File: src/rtl/prescale_pkg.sv
package prescale_pkg;
  localparam int unsigned NUM_STAGES = 3;
  localparam int unsigned SEL_W      = 2;
  localparam int unsigned CFG_W      = NUM_STAGES * SEL_W;
  localparam int unsigned FS_DIV     = 256;

  typedef enum logic [SEL_W-1:0] {
    SEL_UNITY  = 2'b00,
    SEL_HALF   = 2'b01,
    SEL_WIDE   = 2'b10,
    SEL_BYPASS = 2'b11
  } sel_e;

  // largest ratio of each stage
  function automatic int unsigned wide_ratio(input int unsigned stage);
    case (stage)
      0:       return 3;
      1:       return 4;
      default: return 5;
    endcase
  endfunction

  function automatic int unsigned stage_ratio(input int unsigned stage, input logic [SEL_W-1:0] sel);
    case (sel_e'(sel))
      SEL_HALF: return 2;
      SEL_WIDE: return wide_ratio(stage);
      default:  return 1;
    endcase
  endfunction

  localparam int unsigned MAX_TOTAL = wide_ratio(0) * wide_ratio(1) * wide_ratio(2);
  localparam int unsigned TOTAL_W   = $clog2(MAX_TOTAL + 1);
endpackage

File: src/rtl/div_stage.sv
module div_stage #(
  parameter int unsigned RATIO_WIDE = 3,
  localparam int unsigned CNT_W     = (RATIO_WIDE > 2) ? $clog2(RATIO_WIDE) : 1
) (
  input  logic       clk_i,
  input  logic       rst_ni,
  input  logic       clr_i,
  input  logic [1:0] sel_i,
  input  logic       in_en_i,
  output logic       out_en_o
);
  import prescale_pkg::*;

  logic [CNT_W-1:0] cnt_q;
  logic [CNT_W-1:0] term_cnt;
  logic             at_term;

  always_comb begin
    case (sel_e'(sel_i))
      SEL_HALF: term_cnt = CNT_W'(1);
      SEL_WIDE: term_cnt = CNT_W'(RATIO_WIDE - 1);
      default:  term_cnt = '0;
    endcase
  end

  assign at_term  = (cnt_q == term_cnt);
  assign out_en_o = in_en_i & at_term;

  always_ff @(posedge clk_i or negedge rst_ni) begin
    if (!rst_ni)      cnt_q <= '0;
    else if (clr_i)   cnt_q <= '0;
    else if (in_en_i) cnt_q <= at_term ? '0 : cnt_q + 1'b1;
  end

  AST_STAGE_GATED: assert property (@(posedge clk_i) disable iff (!rst_ni)
    out_en_o |-> in_en_i) else $error("stage fired without input tick");

  AST_CNT_RANGE: assert property (@(posedge clk_i) disable iff (!rst_ni)
    cnt_q <= term_cnt) else $error("stage counter beyond ratio");

  AST_CLR_RESTART: assert property (@(posedge clk_i) disable iff (!rst_ni)
    clr_i |=> cnt_q == '0) else $error("stage not restarted by write");
endmodule

File: src/rtl/sample_div.sv
module sample_div #(
  parameter int unsigned DIV    = 256,
  localparam int unsigned CNT_W = $clog2(DIV)
) (
  input  logic clk_i,
  input  logic rst_ni,
  input  logic clr_i,
  input  logic tick_i,
  output logic strobe_o
);
  logic [CNT_W-1:0] cnt_q;
  logic             at_term;

  assign at_term  = (cnt_q == CNT_W'(DIV - 1));
  assign strobe_o = tick_i & at_term;

  always_ff @(posedge clk_i or negedge rst_ni) begin
    if (!rst_ni)     cnt_q <= '0;
    else if (clr_i)  cnt_q <= '0;
    else if (tick_i) cnt_q <= at_term ? '0 : cnt_q + 1'b1;
  end

  AST_FS_WRAP: assert property (@(posedge clk_i) disable iff (!rst_ni)
    strobe_o |=> cnt_q == '0) else $error("sample counter did not wrap");
endmodule

File: src/rtl/mclk_prescaler.sv
module mclk_prescaler
  import prescale_pkg::*;
(
  input  logic             clk_i,
  input  logic             rst_ni,
  input  logic             cfg_we_i,
  input  logic [CFG_W-1:0] cfg_wdata_i,
  output logic             imclk_en_o,
  output logic             fs_en_o
);
  logic [CFG_W-1:0]    cfg_q;
  logic                run_q;
  logic [NUM_STAGES:0] en_chain;

  always_ff @(posedge clk_i or negedge rst_ni) begin
    if (!rst_ni) begin
      cfg_q <= '0;
      run_q <= 1'b0;
    end else begin
      run_q <= 1'b1;
      if (cfg_we_i) cfg_q <= cfg_wdata_i;
    end
  end

  assign en_chain[0] = run_q;

  for (genvar g = 0; g < NUM_STAGES; g++) begin : g_stage
    div_stage #(
      .RATIO_WIDE(wide_ratio(g))
    ) i_div_stage (
      .clk_i   (clk_i),
      .rst_ni  (rst_ni),
      .clr_i   (cfg_we_i),
      .sel_i   (cfg_q[g*SEL_W +: SEL_W]),
      .in_en_i (en_chain[g]),
      .out_en_o(en_chain[g+1])
    );
  end

  assign imclk_en_o = en_chain[NUM_STAGES];

  sample_div #(
    .DIV(FS_DIV)
  ) i_sample_div (
    .clk_i   (clk_i),
    .rst_ni  (rst_ni),
    .clr_i   (cfg_we_i),
    .tick_i  (imclk_en_o),
    .strobe_o(fs_en_o)
  );

  // period check: qualified cycles since last tick or write vs stage ratio product
  logic [TOTAL_W-1:0] gap_q;
  logic [TOTAL_W-1:0] total_m1;

  always_comb begin
    int unsigned prod;
    prod = 1;
    for (int unsigned i = 0; i < NUM_STAGES; i++)
      prod = prod * stage_ratio(i, cfg_q[i*SEL_W +: SEL_W]);
    total_m1 = TOTAL_W'(prod - 1);
  end

  always_ff @(posedge clk_i or negedge rst_ni) begin
    if (!rst_ni)                     gap_q <= '0;
    else if (cfg_we_i || imclk_en_o) gap_q <= '0;
    else if (run_q)                  gap_q <= gap_q + 1'b1;
  end

  AST_EVEN_PERIOD: assert property (@(posedge clk_i) disable iff (!rst_ni)
    imclk_en_o |-> gap_q == total_m1) else $error("tick period mismatch");

  AST_NO_LATE_TICK: assert property (@(posedge clk_i) disable iff (!rst_ni)
    (run_q && gap_q == total_m1) |-> imclk_en_o) else $error("tick missing");

  AST_IDLE_QUIET: assert property (@(posedge clk_i) disable iff (!rst_ni)
    !run_q |-> !imclk_en_o && !fs_en_o) else $error("strobe before start");

  AST_FS_ON_TICK: assert property (@(posedge clk_i) disable iff (!rst_ni)
    fs_en_o |-> imclk_en_o) else $error("sample strobe off tick");
endmodule

File: config.mk
export PLATFORM = sky130hd
export DESIGN_NAME = mclk_prescaler
export DESIGN_NICKNAME = d
export VERILOG_FILES = /design/src/rtl/prescale_pkg.sv /design/src/rtl/div_stage.sv /design/src/rtl/sample_div.sv /design/src/rtl/mclk_prescaler.sv
export SDC_FILE = /design/constraint.sdc
export NUM_CORES = 1
export LEC_CHECK = 0
export CAP_MARGIN = 10
export CORE_UTILIZATION = 50
export DETAILED_ROUTE_END_ITERATION = 6
export PLACE_DENSITY = 0.74
export SLEW_MARGIN = 20
export SYNTH_ARGS = -nofsm -noshare
export SYNTH_HDL_FRONTEND = slang
export SYNTH_SLANG_ARGS = --single-unit
export TNS_END_PERCENT = 5
File: constraint.sdc
create_clock -name clk_i -period 1.9 [get_ports clk_i]
set_input_delay 0.285 -clock clk_i [delete_from_list [all_inputs] [get_ports clk_i]]
set_output_delay 0.285 -clock clk_i [all_outputs]
set_load 0.05 [all_outputs]
-- Yosys cells after proc, flatten, opt, wreduce, memory -nomap -nowiden
Index checks and enable logic that the tools add are counted.
- $add $sub $neg: 4
- eq/ne operators: 10
- muxes and demuxes: 15
- bitwise gates (word level): 4
- reduce and logical (&&, ||, !) cells: 4
- operators by type and width (cell ; number):
    $mux W8 ; 3
    $mux W2 ; 6
    $mux W3 ; 3
    $add A8 B1 Y8 const B ; 1
    $eq A8 B8 Y1 const B ; 1
    $pmux W2 S2 ; 2
    $reduce_bool A2 Y1 ; 4
    $eq A2 B1 Y1 const B ; 3
    $eq A2 B2 Y1 const B ; 3
    $pmux W3 S2 ; 1
    $add A2 B1 Y2 const B ; 2
    $and A1 B1 Y1 ; 4
    $eq A2 B2 Y1 ; 2
    $add A3 B1 Y3 const B ; 1
    $eq A3 B3 Y1 ; 1
- flip-flop bits (word level): 22
- input bits: 9
- output and inout port bits: 2
- word-level logic and storage cells: 43

-- Logic depth before layout (Yosys ltp)
Gate-level depths: netlist (run 1).
- word-level depth: 8
- depth in mapped cells: 8
- mapped depth without buffers: 7

-- Modules after synthesis
A second synthesis (run 1) with hierarchy kept.
- cells, all modules: 123
- area, all modules: 1257.5 µm²
- by module, submodules not included (module ; instances ; cells each ; area an instance (µm²) ; seq. area each (µm²)):
    sample_div ; 1 ; 47 ; 430.4 ; 200.2
    mclk_prescaler ; 1 ; 15 ; 280.3 ; 175.2
    div_stage at g_stage[2].i_div_stage ; 1 ; 24 ; 232.7 ; 75.1
    div_stage at g_stage[0].i_div_stage ; 1 ; 20 ; 163.9 ; 50.0
    div_stage at g_stage[1].i_div_stage ; 1 ; 17 ; 150.1 ; 50.0

-- Worst setup path before layout (run 1)
Ideal clock, no wire load.
- kind: flip-flop to output port
- from: register cfg_q[3]
- to: output fs_en_o
- arrival: 1.949 ns
- required time: 1.615 ns
- slack: -0.334 ns
- cell stages (with the launch flop): 7
- buffers on the path: 1
- path through: dfrtp_1 -> ha_1 -> xor2_1 -> and3_1 -> and4_4 -> buf_6 -> and2_1
- word-level cells in the longest chain between the ends: 6
- elaborated cells between the ends (all ways): 7
- classes of those cells: 3 x eq/ne; 1 x mux; 3 x bitwise
- RTL lines (element ; line ; source):
    start, declared ; mclk_prescaler.sv:11 ; logic [CFG_W-1:0] cfg_q;
    start signal, assigned ; mclk_prescaler.sv:21 ; if (cfg_we_i) cfg_q <= cfg_wdata_i;
    $eq A2 B2 Y1 / $eq A2 B1 Y1 (equally long branches) ; div_stage.sv:19 ; case (sel_e'(sel_i))
    $pmux W2 S2 * ; div_stage.sv:19 ;
    $eq A2 B2 Y1 * ; div_stage.sv:26 ; assign at_term = (cnt_q == term_cnt);
    $and A1 B1 Y1 * (2 in series) ; div_stage.sv:27 ; assign out_en_o = in_en_i & at_term;
    net imclk_en_o ; mclk_prescaler.sv:8 ; output logic imclk_en_o,
    $and A1 B1 Y1 * ; sample_div.sv:15 ; assign strobe_o = tick_i & at_term;
    end, declared ; mclk_prescaler.sv:9 ; output logic fs_en_o
The timed path passes the listed nets; every way through them passes the cells marked *.

-- Final worst setup path (run 1)
- from: register cfg_q[3]
- to: output fs_en_o
- word-level cells in the longest chain between the ends: 6
- elaborated cells between the ends (all ways): 7
- classes of those cells: 3 x eq/ne; 1 x mux; 3 x bitwise
- RTL lines (element ; line):
    $eq A2 B2 Y1 / $eq A2 B1 Y1 (equally long branches) ; div_stage.sv:19
    $pmux W2 S2 * ; div_stage.sv:19
    $eq A2 B2 Y1 * ; div_stage.sv:26
    $and A1 B1 Y1 * (2 in series) ; div_stage.sv:27
    $and A1 B1 Y1 * ; sample_div.sv:15
Every way passes the cells marked *; elsewhere a longest branch is shown, timed or not.

==> summary.txt, run 1 <==
Cells and area
  • Share of cells above drive strength 1: 28.0%
  • Design area: 1580 µm²
  • Fin nets: 163
  • Antenna diodes: 0
  • Area growth syn-to-layout: 28.0%

Global route
  • Initial antenna violation count: 0
  • Vias in the first global route: 1025
  • First-pass GRT wire length: 4420 µm
  • Largest net degree at the start of global routing: 23
  • Gr ovfl total: 0
  • GR Util All Layers: 22.1%

Floorplanning
  • Starting Density: 54.1%
  • Die area: 2660 µm²
  • Rows: 17
  • Die width: 51.6 µm
  • CORE AREA: 2280 µm²
  • IO Count: 11
  • Chip height: 51.6 µm

Synth
  • Synth area leader: dfrtp_1
  • Most frequent cells after synthesis: 22 x dfrtp_1, 14 x nand2_1, 10 x nand3_1
  • Avg Cell Area, Syn: 9.77 µm²
  • Post-synthesis adder-cell area fraction: 3.05%
  • Main combinational cell family by area after synthesis: simple AND/OR/NAND/NOR gates
  • Cell area after synthesis: 1230 µm²
  • Compound-Gate Fraction of Synth Area: 12.5%
  • Number of synthesized flops with an enable pin: 0
  • Synth top area cells: dfrtp_1 45%, mux2_2 4.6%, nand2_1 4.3%, nand3_1 4.1%, ha_1 3.0%
  • Register area share after synthesis: 44.7%
  • Most numerous cell in the Yosys netlist: dfrtp_1
  • Synth Area in XOR/XNOR: 3.56%
  • Ys async rst share: 100%
  • Ys Warns: 0
  • Post-Syn Instances: 126
  • Seq cells post-synth: 22
  • Simple-gate area share of the yosys netlist: 26.7%
  • Synth cell types: 40
  • Synthesized Nets: 138
  • Predominant post-synthesis flop cell: dfrtp_1
  • Multiplexer share of the synthesized area: 6.30%
  • Area share of the largest cell type after synthesis: 44.7%

Clock network
  • Clk root buf: clkbuf_4
  • Clock Latency Late Sink: 0.31 ns
  • Maximum clock path buffer count: 2
  • Hold-fix buffers, CTS: 0
  • CTS Sinks: 22
  • CTS Buf Count: 3
  • CTS tree: done
  • Clock H-tree levels: 1
  • CTS clk-pin slew, worst paths: 0.13 ns

Worst setup path
  • R2R setup slack: -0.10 ns
  • CP Capture Type: output pin
  • Kind of critical path: flop to output pin
  • Critical Path Source Type: flop
  • CP arrival: 1.87 ns
  • Max FO, Critical Path: 4
  • Worst path required time: 1.62 ns

Pwr
  • Lkg Pwr: 0.676 nW
  • Power per cell area: 668 nW/µm²
  • Max IR drop VDD: 490 µV

STA
  • Final slew viol count: 0
  • Endpoints failing setup: 5
  • FMAX: 463 MHz
  • Clock Skews: 0.00897 ns
  • Tmin final: 2.16 ns
  • Final hold violation count: 0
  • Unrepaired setup endpoints after global routing: yes
  • Final period util: 114%
  • WHS: 0.298 ns
  • Setup ws final: -0.260 ns

Status
  • Failing checks: negative setup slack
  • Status: finished with violations

Drt
  • DRC violations left: 0
  • Post-route antenna net violation count: 0
  • Starting DRT DRC Count: 24
  • DRT Wirelength: 2620 µm
  • Pre-antenna DRT Iters: 4
  • Wire per inst: 14.7 µm
  • Via density per instance: 5.79
  • Vias: 1031

Placed design
  • Port Buffers: 10
  • Final GP Congestion: 0.811
  • Placement-stage cell area: 1470 µm²
  • Half-perimeter wire length after placement: 1820 µm

Hold path
  • Min-Delay Path Class: input pin to async pin

Run
  • Max-Cap Viols: 0
==> worst max-delay path: stages, from the launching register on <==
cell     delay, ns
dfrtp_1       0.43
ha_4          0.29
xor2_2        0.15
and3_4        0.20
and4_4        0.22
and2_4        0.15
buf_12        0.13
==> routing by layer <==
layer	routed length [µm]	track usage, %	part of all wire [%]
met1	1250	29.0	48
met2	1260	37.7	48
met3	87	3.80	3.3
met4	25	5.41	0.95
met5	0	0	0
==> worst paths after layout <==
kind                                        from               endpoint  cells after the start
max in group asynchronous                 rst_ni               cfg_q[0]                      2
min in group clk_i                cfg_wdata_i[2]               cfg_q[2]                      3
min reg2reg                i_sample_div.cnt_q[7]  i_sample_div.cnt_q[7]                      1
min                                       rst_ni               cfg_q[5]                      2
max reg2reg                             cfg_q[1]  i_sample_div.cnt_q[3]                      7
max                                     cfg_q[3]                fs_en_o                      6
==> what timing repair did <==
| item | in CTS | in global routing |
|---|---|---|
| setup endpoints to repair | 3 | 10 |
| pin swaps | 3 | 2 |
| gates resized for setup | 5 | 5 |
| buffers inserted | 3 | 2 |
==> power breakdown <==
part	internal (W)	switching (W)
combinational	0.000142	0.000115
clock	0.000117	0.000147
sequential	0.000493	0.0000399
==> cell type report <==
cell class | instances | area (µm²)
clock buffer | 4 | 36.3
timing repair buffer | 24 | 238
fill | 169 | 699
tap | 28 | 35.0
multi-input combinational | 97 | 699
sequential | 22 | 557
inverter | 3 | 11.3
==> state kept, by name, summed over array words and instances (netlist names) <==
signal	count
cfg_q	6
i_sample_div.cnt_q	8
run_q	1
g_stage.i_div_stage.cnt_q	7
==> cells in the final DEF (no fill, tap or decap), types with 2 or more instances in the layout <==
master / synthesis / routed
a21oi_1: 7 / 7
xor2_1: 3 / 2
buf_4: 0 / 13
xnor2_1: 2 / 2
nor2_1: 9 / 8
a31o_1: 2 / 2
and4_1: 2 / 2
dfrtp_2: 0 / 5
clkbuf_4: 0 / 3
ha_1: 3 / 2
and2_1: 3 / 2
buf_12: 0 / 3
o21ai_0: 3 / 3
a22o_1: 3 / 3
mux2_2: 5 / 5
dfrtp_1: 22 / 17
clkdlybuf4s50_1: 0 / 8
nand2_1: 14 / 14
inv_1: 3 / 2
nand3b_1: 2 / 2
nand4_1: 2 / 2
nor2b_1: 3 / 3
nand4b_1: 2 / 2
nor4_1: 3 / 2
and3_1: 3 / 2
nand3_1: 10 / 10
==> stage by stage <==
step                      setup slack (ns)  std cells  util (%)  setup TNS, ns  power [W]
after floorplan                    -0.0381        126         -        -0.0381   0.000673
after global placement              0.0444        169      64.6              0   0.000739
after detailed placement            0.0141        169      64.6              0   0.000750
after CTS                           -0.265        176      67.7         -0.653    0.00103
after global routing                -0.333        178      69.3          -1.21    0.00111
final                               -0.260        178      69.3         -0.744    0.00105
==> logic make-up (layout without fill, tap and decap cells) <==
family / after synthesis / after routing
simple gates: 59 / 59
compound gates: 22 / 22
buf+inv: 7 / 31
other cells: 1 / 1
fa+ha+maj: 3 / 3
flops: 22 / 22
mux: 7 / 7
xor+xnor: 5 / 5
(Power assumes the default switching activity.)
==> run 2, diff against run 1 <==
Settings changed: CORE_UTILIZATION 50 to 56, PLACE_DENSITY 0.74 to 0.78.
Clock period 1.9 ns to 2.15 ns, I/O delays scaled along.
==> run 2 against run 1 <==
- the flow still finishes with violations (negative setup slack)
- sequential power shrank 13%
- worst setup slack gained 0.16 ns
- clock-buffer cell count is the same
- critical path depth is the same
- via count grew 0.19%
- flip-flop and latch count is the same
- first-iteration DRC count shrank 38%
- combinational power shrank 13%
- hold slack gained 0.035 ns
- sequential share of layout area grew 0.83 points
- clock skew shrank 0.0042 ns
- register-to-register slack gained 0.17 ns
- largest power group unchanged
- highest routed layer unchanged
==> summary.txt, run 2 (synthesis gave the netlist of run 1 again) <==
Status
  • Status: finished with violations
  • Failing checks: negative setup slack

Floorplanning
  • CORE AREA: 2020 µm² (-11%)
  • Rows: 16 (-1)
  • Die area: 2390 µm² (-10%)
  • Chip height: 48.9 µm (-5.3%)
  • IO Count: 11 (unchanged)
  • Starting Density: 60.9% (+6.8 points)
  • Die width: 48.9 µm (-5.3%)

Cells and area
  • Area growth syn-to-layout: 24.0%
  • Biggest register: i_sample_div.cnt_q
  • Cell Count, Final, Fillers Out: 175 (-1.7%)
  • Design area: 1530 µm² (-3.2%)
  • Fin nets: 161 (-1.2%)
  • Commonest non-fill, non-tap cell in the layout: dfrtp_1
  • Largest registers: i_sample_div.cnt_q (8), g_stage.i_div_stage.cnt_q (7), cfg_q (6)
  • Most frequent cells in the layout: 21 x dfrtp_1, 14 x nand2_1, 11 x buf_4, 10 x nand3_1, 9 x nor2_1
  • Antenna diodes: 0 (unchanged)
  • Max reg flops: 8 (unchanged)
  • Share of cells above drive strength 1: 23.0% (-5.0 points)

Worst setup path
  • CP Capture Type: output pin
  • Worst flop-to-flop path endpoint: i_sample_div.cnt_q[3]
  • Worst path required time: 1.83 ns (+0.21 ns)
  • Kind of critical path: flop to output pin
  • R2R setup slack: 0.07 ns (+0.17 ns)
  • Reg2reg start: cfg_q[2]
  • Max FO, Critical Path: 4 (unchanged)
  • Worst Setup SP: cfg_q[3]
  • Reg2reg path depth: 9 (+2)
  • CP arrival: 1.92 ns (+0.05 ns)
  • Critical Path Source Type: flop
  • Critical path endpoint: fs_en_o

Drt
  • Pre-antenna DRT Iters: 4 (unchanged)
  • Starting DRT DRC Count: 15 (-38%)
  • Post-route antenna net violation count: 0 (unchanged)
  • DRT Wirelength: 2520 µm (-4.0%)
  • Via density per instance: 5.90 (+1.9%)
  • DRC violations left: 0 (unchanged)
  • Vias: 1033 (+0.19%)
  • Wire per inst: 14.4 µm (-2.3%)

STA
  • Final hold violation count: 0 (unchanged)
  • Setup ws final: -0.0950 ns (+0.165 ns)
  • Unrepaired setup endpoints after global routing: yes
  • Endpoints failing setup: 2 (-3)
  • Final period util: 104%
  • Tmin final: 2.24 ns
  • FMAX: 445 MHz
  • Relative slew slack: 65.8%
  • Least-Margin Pin Slew: 0.506 ns
  • Final slew viol count: 0 (unchanged)
  • Clock Skews: 0.00476 ns (-0.00421 ns)
  • Final TNS setup: -0.182 ns (+0.563 ns)

Pwr
  • Tot Pwr: 0.000923 W (-12%)
  • Sw Share: 28.6% (about the same)
  • Power per cell area: 605 nW/µm² (-9.5%)
  • Clock power share: 25.6% (+0.6 points)
  • Seq pwr share: 50.2% (-0.4 points)
  • Max IR drop VDD: 426 µV (-13%)
  • Gate power share: 24.2% (about the same)
  • Lkg Pwr: 0.666 nW (-1.5%)
  • Internal power: 0.000659 W (-12%)
  • P_sw: 0.000264 W (-12%)

Clock network
  • Maximum clock path buffer count: 2 (unchanged)
  • CTS Buf Count: 3 (unchanged)
  • Clk root buf: clkbuf_4
  • Hold-fix buffers, CTS: 0 (unchanged)
  • Clock Latency Late Sink: 0.32 ns (about the same)
  • CTS clk-pin slew, worst paths: 0.13 ns (about the same)
  • CTS Sinks: 22 (unchanged)
  • CTS tree: done
  • Clock H-tree levels: 1 (unchanged)

Placed design
  • Port Buffers: 10 (unchanged)
  • Half-perimeter wire length after placement: 1680 µm (-7.6%)
  • # placed instances: 164 (-3.0%)
  • Final GP Congestion: 0.778 (-4.1%)
  • Placement-stage cell area: 1400 µm² (-4.8%)

Hold path
  • Min-Delay Path Class: input pin to async pin

Run
  • Max-Cap Viols: 0 (unchanged)

Global route
  • Vias in the first global route: 988 (-3.6%)
  • GR Util All Layers: 24.2% (+2.1 points)
  • Gr ovfl total: 0 (unchanged)
  • First-pass GRT wire length: 4390 µm (-0.77%)
  • Initial antenna violation count: 0 (unchanged)
  • Largest net degree at the start of global routing: 23 (unchanged)
## run 2: per-layer routing
layer / wire length, µm / global-route usage, % / vias to the layer above
met3: 88 / 5.92 / 8
met4: 55 / 10.3 / 0
met1: 1110 / 30.0 / 500
met2: 1260 / 40.0 / 20
li1: - / - / 505
met5: 0 / 0 / -
## run 2: worst min path at each step
stage / endpoint / slack [ns] / depth (start not counted)
2_1_floorplan: cfg_q[0] / 0.03 / 0
3_3_place_gp: cfg_q[3] / 0.49 / 1
3_5_place_dp: cfg_q[3] / 0.50 / 1
4_1_cts: g_stage[0].i_div_stage.cnt_q[1] / 0.35 / 2
5_1_grt: g_stage[0].i_div_stage.cnt_q[0] / 0.34 / 2
6_report: g_stage[0].i_div_stage.cnt_q[0] / 0.33 / 2
## run 2: power groups by stage
stage | logic, W | registers, W | clock network, W
2_1_floorplan | 0.000119 | 0.000461 | 0
3_3_place_gp | 0.000166 | 0.000467 | 0
3_5_place_dp | 0.000172 | 0.000468 | 0
4_1_cts | 0.000199 | 0.000462 | 0.000237
5_1_grt | 0.000242 | 0.000469 | 0.000258
6_report | 0.000223 | 0.000463 | 0.000237
## run 2: worst max-delay path: stages (launching register included)
cell	delay [ns]
dfrtp_1	0.43
ha_4	0.29
xor2_2	0.15
and3_4	0.21
and4_4	0.24
and2_4	0.16
buf_12	0.13
## run 2: repair_timing
item,in CTS,in global routing
pin swaps,2,2
setup endpoints to repair,2,5
setup buffers,3,4
resized for setup,5,2
## run 2: area by class of cell
cell class | instances | area, µm²
tap | 27 | 33.8
fill | 135 | 495
timing repair buffer | 22 | 214
clock buffer | 4 | 36.3
sequential | 22 | 552
multi-input combinational | 97 | 679
inverter | 3 | 11.3
## run 2: per-stage QoR
step | hold WS (ns) | utilization, % | setup WS (ns)
final | 0.333 | 75.5 | -0.0950
after global routing | 0.342 | 75.5 | -0.163
after CTS | 0.348 | 73.6 | -0.0655
after detailed placement | 0.502 | 69.2 | 0.109
after global placement | 0.494 | 69.2 | 0.157
after floorplan | 0.0269 | - | 0.00509
==> run 3, diff against run 2 <==
Settings changed: CTS_CLUSTER_DIAMETER set to 200.
==> results of run 3 <==
No change in the layout: final DEF, timing and power equal those of run 2.
